## src/rtl/dag_pkg.sv

```systemverilog
package dag_pkg;
  typedef enum logic [1:0] {
    FLD_PTR  = 2'd0,
    FLD_STEP = 2'd1,
    FLD_BASE = 2'd2,
    FLD_SIZE = 2'd3
  } dag_field_e;
endpackage

```

## src/rtl/dag_rst_sync.sv

```systemverilog
module dag_rst_sync (
  input  logic clk,
  input  logic rst_n,
  output logic rst_sync_n
);
  logic stage_q;
  logic out_q;

  always_ff @(posedge clk or negedge rst_n) begin
    if (!rst_n) begin
      stage_q <= 1'b0;
      out_q   <= 1'b0;
    end else begin
      stage_q <= 1'b1;
      out_q   <= stage_q;
    end
  end

  assign rst_sync_n = out_q;
endmodule

```

## src/rtl/dag_regfile.sv

```systemverilog
module dag_regfile
  import dag_pkg::*;
#(
  parameter int AW    = 16,
  parameter int NSETS = 8,
  localparam int SW   = (NSETS > 1) ? $clog2(NSETS) : 1
) (
  input  logic          clk,
  input  logic          rst_n,
  input  logic          wr_en,
  input  logic [SW-1:0] wr_set,
  input  logic          wr_bank,
  input  dag_field_e    wr_field,
  input  logic [AW-1:0] wr_data,
  input  logic          upd_en,
  input  logic [SW-1:0] upd_set,
  input  logic          upd_bank,
  input  logic [AW-1:0] upd_ptr,
  input  logic [SW-1:0] rd_set,
  input  logic          rd_bank,
  output logic [AW-1:0] rd_ptr,
  output logic [AW-1:0] rd_step,
  output logic [AW-1:0] rd_base,
  output logic [AW-1:0] rd_size
);
  localparam int NSLOT = 2 * NSETS;

  logic [AW-1:0] ptr_a  [NSLOT];
  logic [AW-1:0] step_a [NSLOT];
  logic [AW-1:0] base_a [NSLOT];
  logic [AW-1:0] size_a [NSLOT];

  for (genvar b = 0; b < 2; b++) begin : g_bank
    for (genvar s = 0; s < NSETS; s++) begin : g_set
      localparam int SL = b * NSETS + s;
      logic          wr_hit;
      logic          upd_hit;
      logic          ptr_we;
      logic [AW-1:0] ptr_d;

      assign wr_hit  = wr_en && (wr_set == SW'(s)) && (wr_bank == 1'(b));
      assign upd_hit = upd_en && (upd_set == SW'(s)) && (upd_bank == 1'(b));

      always_comb begin
        ptr_we = 1'b0;
        ptr_d  = ptr_a[SL];
        if (wr_hit && (wr_field == FLD_PTR || wr_field == FLD_BASE)) begin
          ptr_we = 1'b1;
          ptr_d  = wr_data;
        end else if (upd_hit) begin
          ptr_we = 1'b1;
          ptr_d  = upd_ptr;
        end
      end

      always_ff @(posedge clk or negedge rst_n) begin
        if (!rst_n) begin
          ptr_a[SL]  <= '0;
          step_a[SL] <= '0;
          base_a[SL] <= '0;
          size_a[SL] <= '0;
        end else begin
          if (ptr_we)                            ptr_a[SL]  <= ptr_d;
          if (wr_hit && wr_field == FLD_STEP)    step_a[SL] <= wr_data;
          if (wr_hit && wr_field == FLD_BASE)    base_a[SL] <= wr_data;
          if (wr_hit && wr_field == FLD_SIZE)    size_a[SL] <= wr_data;
        end
      end
    end
  end

  logic [SW:0] rd_slot;
  assign rd_slot = {rd_bank, rd_set};
  assign rd_ptr  = ptr_a[rd_slot];
  assign rd_step = step_a[rd_slot];
  assign rd_base = base_a[rd_slot];
  assign rd_size = size_a[rd_slot];
endmodule

```

## src/rtl/dag_wrap.sv

```systemverilog
module dag_wrap #(
  parameter int AW = 16
) (
  input  logic [AW-1:0] ptr,
  input  logic [AW-1:0] step,
  input  logic [AW-1:0] base,
  input  logic [AW-1:0] size,
  output logic [AW-1:0] nxt_ptr
);
  localparam int EW = AW + 2;

  logic signed [EW-1:0] sum_x;
  logic signed [EW-1:0] lo_x;
  logic signed [EW-1:0] hi_x;
  logic signed [EW-1:0] size_x;

  always_comb begin
    sum_x  = $signed({2'b00, ptr}) + $signed({{2{step[AW-1]}}, step});
    lo_x   = $signed({2'b00, base});
    size_x = $signed({2'b00, size});
    hi_x   = lo_x + size_x;
    if (size == '0) begin
      nxt_ptr = AW'(sum_x);
    end else if (sum_x >= hi_x) begin
      nxt_ptr = AW'(sum_x - size_x);
    end else if (sum_x < lo_x) begin
      nxt_ptr = AW'(sum_x + size_x);
    end else begin
      nxt_ptr = AW'(sum_x);
    end
  end
endmodule

```

## src/rtl/dag_bitrev.sv

```systemverilog
module dag_bitrev #(
  parameter int AW  = 16,
  localparam int RBW = $clog2(AW + 1)
) (
  input  logic [AW-1:0]  din,
  input  logic [RBW-1:0] nbits,
  output logic [AW-1:0]  dout
);
  int n_eff;

  always_comb begin
    n_eff = (int'(nbits) > AW) ? AW : int'(nbits);
    dout  = din;
    for (int k = 0; k < AW; k++) begin
      if (k < n_eff) begin
        dout[k] = din[n_eff - 1 - k];
      end
    end
  end
endmodule

```

## src/rtl/dag_addr_gen.sv

```systemverilog
module dag_addr_gen
  import dag_pkg::*;
#(
  parameter int AW    = 16,
  parameter int NSETS = 8,
  localparam int SW   = (NSETS > 1) ? $clog2(NSETS) : 1,
  localparam int RBW  = $clog2(AW + 1)
) (
  input  logic           clk,
  input  logic           rst_n,
  input  logic           wr_en,
  input  logic [SW-1:0]  wr_set,
  input  logic           wr_bank,
  input  logic [1:0]     wr_field,
  input  logic [AW-1:0]  wr_data,
  input  logic           acc_en,
  input  logic [SW-1:0]  acc_set,
  input  logic           acc_bank,
  input  logic           acc_imm_en,
  input  logic [AW-1:0]  acc_imm,
  input  logic           acc_rev_en,
  input  logic [RBW-1:0] rev_bits,
  output logic [AW-1:0]  addr_out,
  output logic           addr_valid
);
  logic          rst_sync_n;
  logic [AW-1:0] sel_ptr;
  logic [AW-1:0] sel_step;
  logic [AW-1:0] sel_base;
  logic [AW-1:0] sel_size;
  logic [AW-1:0] eff_step;
  logic [AW-1:0] nxt_ptr;
  logic [AW-1:0] rev_ptr;
  logic [AW-1:0] addr_d;
  logic [AW-1:0] addr_q;
  logic          valid_q;

  dag_rst_sync u_rst (
    .clk        (clk),
    .rst_n      (rst_n),
    .rst_sync_n (rst_sync_n)
  );

  dag_regfile #(.AW(AW), .NSETS(NSETS)) u_regs (
    .clk      (clk),
    .rst_n    (rst_sync_n),
    .wr_en    (wr_en),
    .wr_set   (wr_set),
    .wr_bank  (wr_bank),
    .wr_field (dag_field_e'(wr_field)),
    .wr_data  (wr_data),
    .upd_en   (acc_en),
    .upd_set  (acc_set),
    .upd_bank (acc_bank),
    .upd_ptr  (nxt_ptr),
    .rd_set   (acc_set),
    .rd_bank  (acc_bank),
    .rd_ptr   (sel_ptr),
    .rd_step  (sel_step),
    .rd_base  (sel_base),
    .rd_size  (sel_size)
  );

  assign eff_step = acc_imm_en ? acc_imm : sel_step;

  dag_wrap #(.AW(AW)) u_wrap (
    .ptr     (sel_ptr),
    .step    (eff_step),
    .base    (sel_base),
    .size    (sel_size),
    .nxt_ptr (nxt_ptr)
  );

  dag_bitrev #(.AW(AW)) u_rev (
    .din   (sel_ptr),
    .nbits (rev_bits),
    .dout  (rev_ptr)
  );

  always_comb begin
    addr_d = addr_q;
    if (acc_en) begin
      addr_d = acc_rev_en ? rev_ptr : sel_ptr;
    end
  end

  always_ff @(posedge clk or negedge rst_sync_n) begin
    if (!rst_sync_n) begin
      addr_q  <= '0;
      valid_q <= 1'b0;
    end else begin
      valid_q <= acc_en;
      if (acc_en) addr_q <= addr_d;
    end
  end

  assign addr_out   = addr_q;
  assign addr_valid = valid_q;
endmodule

```

## config.mk

```make
export PLATFORM = sky130hd
export DESIGN_NAME = dag_addr_gen
export DESIGN_NICKNAME = d
export VERILOG_FILES = /design/src/rtl/dag_pkg.sv /design/src/rtl/dag_rst_sync.sv /design/src/rtl/dag_regfile.sv /design/src/rtl/dag_wrap.sv /design/src/rtl/dag_bitrev.sv /design/src/rtl/dag_addr_gen.sv
export SDC_FILE = /design/constraint.sdc
export NUM_CORES = 2
export LEC_CHECK = 0
export BUFFER_PORTS_ARGS = -buffer_cell sky130_fd_sc_hd__buf_2
export CAP_MARGIN = 5
export CORE_AREA = 5 5 297 299
export CTS_CLUSTER_SIZE = 24
export DETAILED_ROUTE_END_ITERATION = 10
export DIE_AREA = 0 0 302 304
export PLACE_DENSITY = 0.8
export SYNTH_ARGS = -nofsm -noshare
export SYNTH_HDL_FRONTEND = slang
export SYNTH_SLANG_ARGS = --single-unit
```

## constraint.sdc

```tcl
create_clock -name clk -period 44.8 [get_ports clk]
set_clock_uncertainty 0.15 [all_clocks]
set_input_delay 8.96 -clock clk [delete_from_list [all_inputs] [get_ports clk]]
set_output_delay 8.96 -clock clk [all_outputs]
set_load 0.01 [all_outputs]
```

==> results.md <==
- Fin crit period: 16.98 ns
- Initial core utilization: 63.6%
- Max clock buf depth: 3
- DRT antenna net count: 0
- Cts bufs inserted: 104
- Core ar.: 84900 µm²
- Vias in the first global route: 37800
- Final GP Congestion: 0.974
- Critical path origin: acc_set[0]
- Gr ovfl total: 0
- Worst hold path class: flip-flop to asynchronous set/reset pin
- Post-synth top cells: 1043 x dfrtp_1, 791 x mux2_2, 320 x mux4_2
- Clock sink count: 1043
- Fin. Hold Viols: 0
- Synth Instances: 4075
- Detail Placement HPWL: 93400 µm
- Setup tns final: 0 ns
- Slew HR: 14.1%
- Leakage power: 27.1 nW
- Ys flop type: dfrtp_1
- Area post-placement: 55100 µm²
- Full die area: 91800 µm²
- Seq cells post-synth: 1043
- CP Launch Type: input port
- Finished Cell Area: 58900 µm²
- Worst R2R Start: u_regs.step_a[80]$_DFFE_PN0P_
- Fin crit share: 37.9%
- Mapped Area: 54000 µm²
- R2R Setup Slk: 37.44 ns
- Post-Syn Nets: 4236
- Rows: 107
- Place WS: 27.20 ns
- Total GRT Usage: 33.9%
- Sequential element share of the synthesized area: 48.4%
- First-pass DRT Iterations: 8
- RSZ-0062 raised after global routing: no
- Synth top area share: 48.4%
- Critical Path Sink: u_regs.ptr_a[62]$_DFFE_PN0P_
- # Max-Cap Violations: 0
- Count leader, synth: dfrtp_1
- Final wirelength: 156000 µm
- Worst Path Arrival: 17.36 ns
- Status: completed
- CTS tree: done
- Reg2reg end: u_regs.ptr_a[205]$_DFFE_PN0P_
- Slew Viols, Final: 0
- Via density: 7.11
- H-tree Lvls: 3
- Async SR Flop Fraction: 100%
- PD cells: 62.1 nW/µm²
- Clock slew at the register clock pins of the worst setup and hold paths: 0.07 ns
- Clk_lat worst skew: 0.69 ns
- Syn avg cell area: 13.2 µm²
- CP max FO: 88
- WL per Instance: 30.0 µm
- Setup CP Type: input port to flip-flop
- Hold-fix buffers, CTS: 0
- Number of synthesized flops with an enable pin: 0
- Setup WS post-layout: 27.82 ns
- Largest net degree at the start of global routing: 187
- CP Data Required Time: 45.18 ns
- Cells on worst reg2reg path: 23
- Die width: 302 µm
- Peak supply drop: 0.0867 mV
- Largest cells by area after synthesis: dfrtp_1 48%, mux2_2 17%, mux4_2 13%, and3_1 3.0%, a221o_1 2.4%
- Post CTS Setup Buffer Count: 0
- Final-stage net count: 4140
- Root Driver: clkbuf_16
- Routed via count: 37100
- Final core utilization: 69.4%
- Initial antenna violation count: 9
- Die Y: 304 µm
- Largest area contributor in the netlist: dfrtp_1
- Port buffer count: 69
- Cts repair resizes: 0
- Finish-stage setup viols: 0
- Worst-margin pin slew: 1.29 ns
- Netlist cell types: 75
- First-pass GRT wire length: 237000 µm
- Synthesis-to-finish area growth: 9.23%
- Total power after layout: 0.00366 W
- Share of cells above drive strength 1: 37.3%
- DRC violations left: 0
- Initial DRC count: 4560
- Fmax: 58.9 MHz
- Synthesis warning total: 0
- I/O Pins: 70
- Endpoint class of the critical path: flip-flop
[where the power goes]
part / internal [W] / total [W] / leakage (nW) / switching, W
registers: 0.00115 / 0.00126 / 13.6 / 0.000112
clock network: 0.000565 / 0.000946 / 1.84 / 0.000381
logic: 0.000572 / 0.00145 / 11.6 / 0.000878
[routing by layer]
layer	wire (µm)	track usage [%]
met1	58300	45.9
met2	72000	51.8
met3	16300	7.93
met4	9760	17.7
met5	17	0
[per-stage QoR]
step	instances	hold slack (ns)
after floorplan	4075	0.181
after global placement	5017	0.183
after detailed placement	5017	0.186
after CTS	5211	0.191
after global routing	5216	0.206
final	5219	0.188
[how the worst min path moves through the flow]
stage                                                to                       start  cells past startpoint
after floorplan              u_rst.rst_sync_n$_DFF_PN0_     u_rst.stage_q$_DFF_PN0_                      0
after global placement       u_rst.rst_sync_n$_DFF_PN0_     u_rst.stage_q$_DFF_PN0_                      0
after detailed placement     u_rst.rst_sync_n$_DFF_PN0_     u_rst.stage_q$_DFF_PN0_                      0
after CTS                    u_rst.rst_sync_n$_DFF_PN0_     u_rst.stage_q$_DFF_PN0_                      0
after global routing         u_rst.rst_sync_n$_DFF_PN0_     u_rst.stage_q$_DFF_PN0_                      0
final                     u_regs.size_a[85]$_DFFE_PN0P_  u_rst.rst_sync_n$_DFF_PN0_                      0
[kinds of logic after synthesis]
kind of cell	after synthesis	share of synthesized area [%]
xor gates and xnor gates	57	0.925
muxes	1150	30.6
buffers and inverters	443	3.27
adders and majority gates	108	2.56
and+or+nand+nor	626	6.20
AOI/OAI and AO/OA	647	8.06
DFF	1043	48.4
other	1	0.00695
[placed cells by master, fill, tap and decap left out, drive strengths merged, types with 17 or more instances in the layout]
master and count:
dfrtp 1043, mux2 791, mux4 320, and3 258, a21oi 215, buf 169, o21ai 165, clkbuf 150
a221o 130, nor2 117, ha 104, nand2 97, inv 72, xnor2 39, nand3 39, mux2i 39
o31ai 22, clkinv 22, nand2b 21, o21bai 18, xor2 18, and2 17
[worst max-delay path, cell delays in order]
cell and delay (ns):
buf_8 0.52, buf_12 0.59, buf_4 0.78, mux4_2 0.60, mux4_2 0.62, fa_1 0.51
a211o_1 0.32, a2111oi_4 0.38, nor2_1 0.07, nor2_1 0.20, o21ai_0 0.15, a21oi_1 0.24
o21bai_1 0.09, a21oi_1 0.15, o21bai_1 0.07, a21oi_1 0.17, ha_1 0.20, nand2_1 0.07
a2111oi_1 0.26, a32oi_1 0.15, and2_1 0.26, nor2_1 0.67, a221o_1 0.84, o21ai_0 0.25
[sequential cells by signal, indices dropped and copies added, names as in the netlist]
signal	count
addr_out	16
addr_valid	1
u_regs.base_a	256
u_regs.ptr_a	256
u_regs.size_a	256
u_regs.step_a	256
u_rst.rst_sync_n	1
u_rst.stage_q	1
[area by class of cell]
class	count	area, µm²
diodes	8	20.0
clock buffers	150	3110
clock inverters	44	664
fillers	5698	25900
inverters	72	270
multi-input cells	2589	26200
flip-flops and latches	1043	26100
well taps	1144	1430
repair buffers	169	1170
No activity file was read; power rests on OpenSTA's default activity.
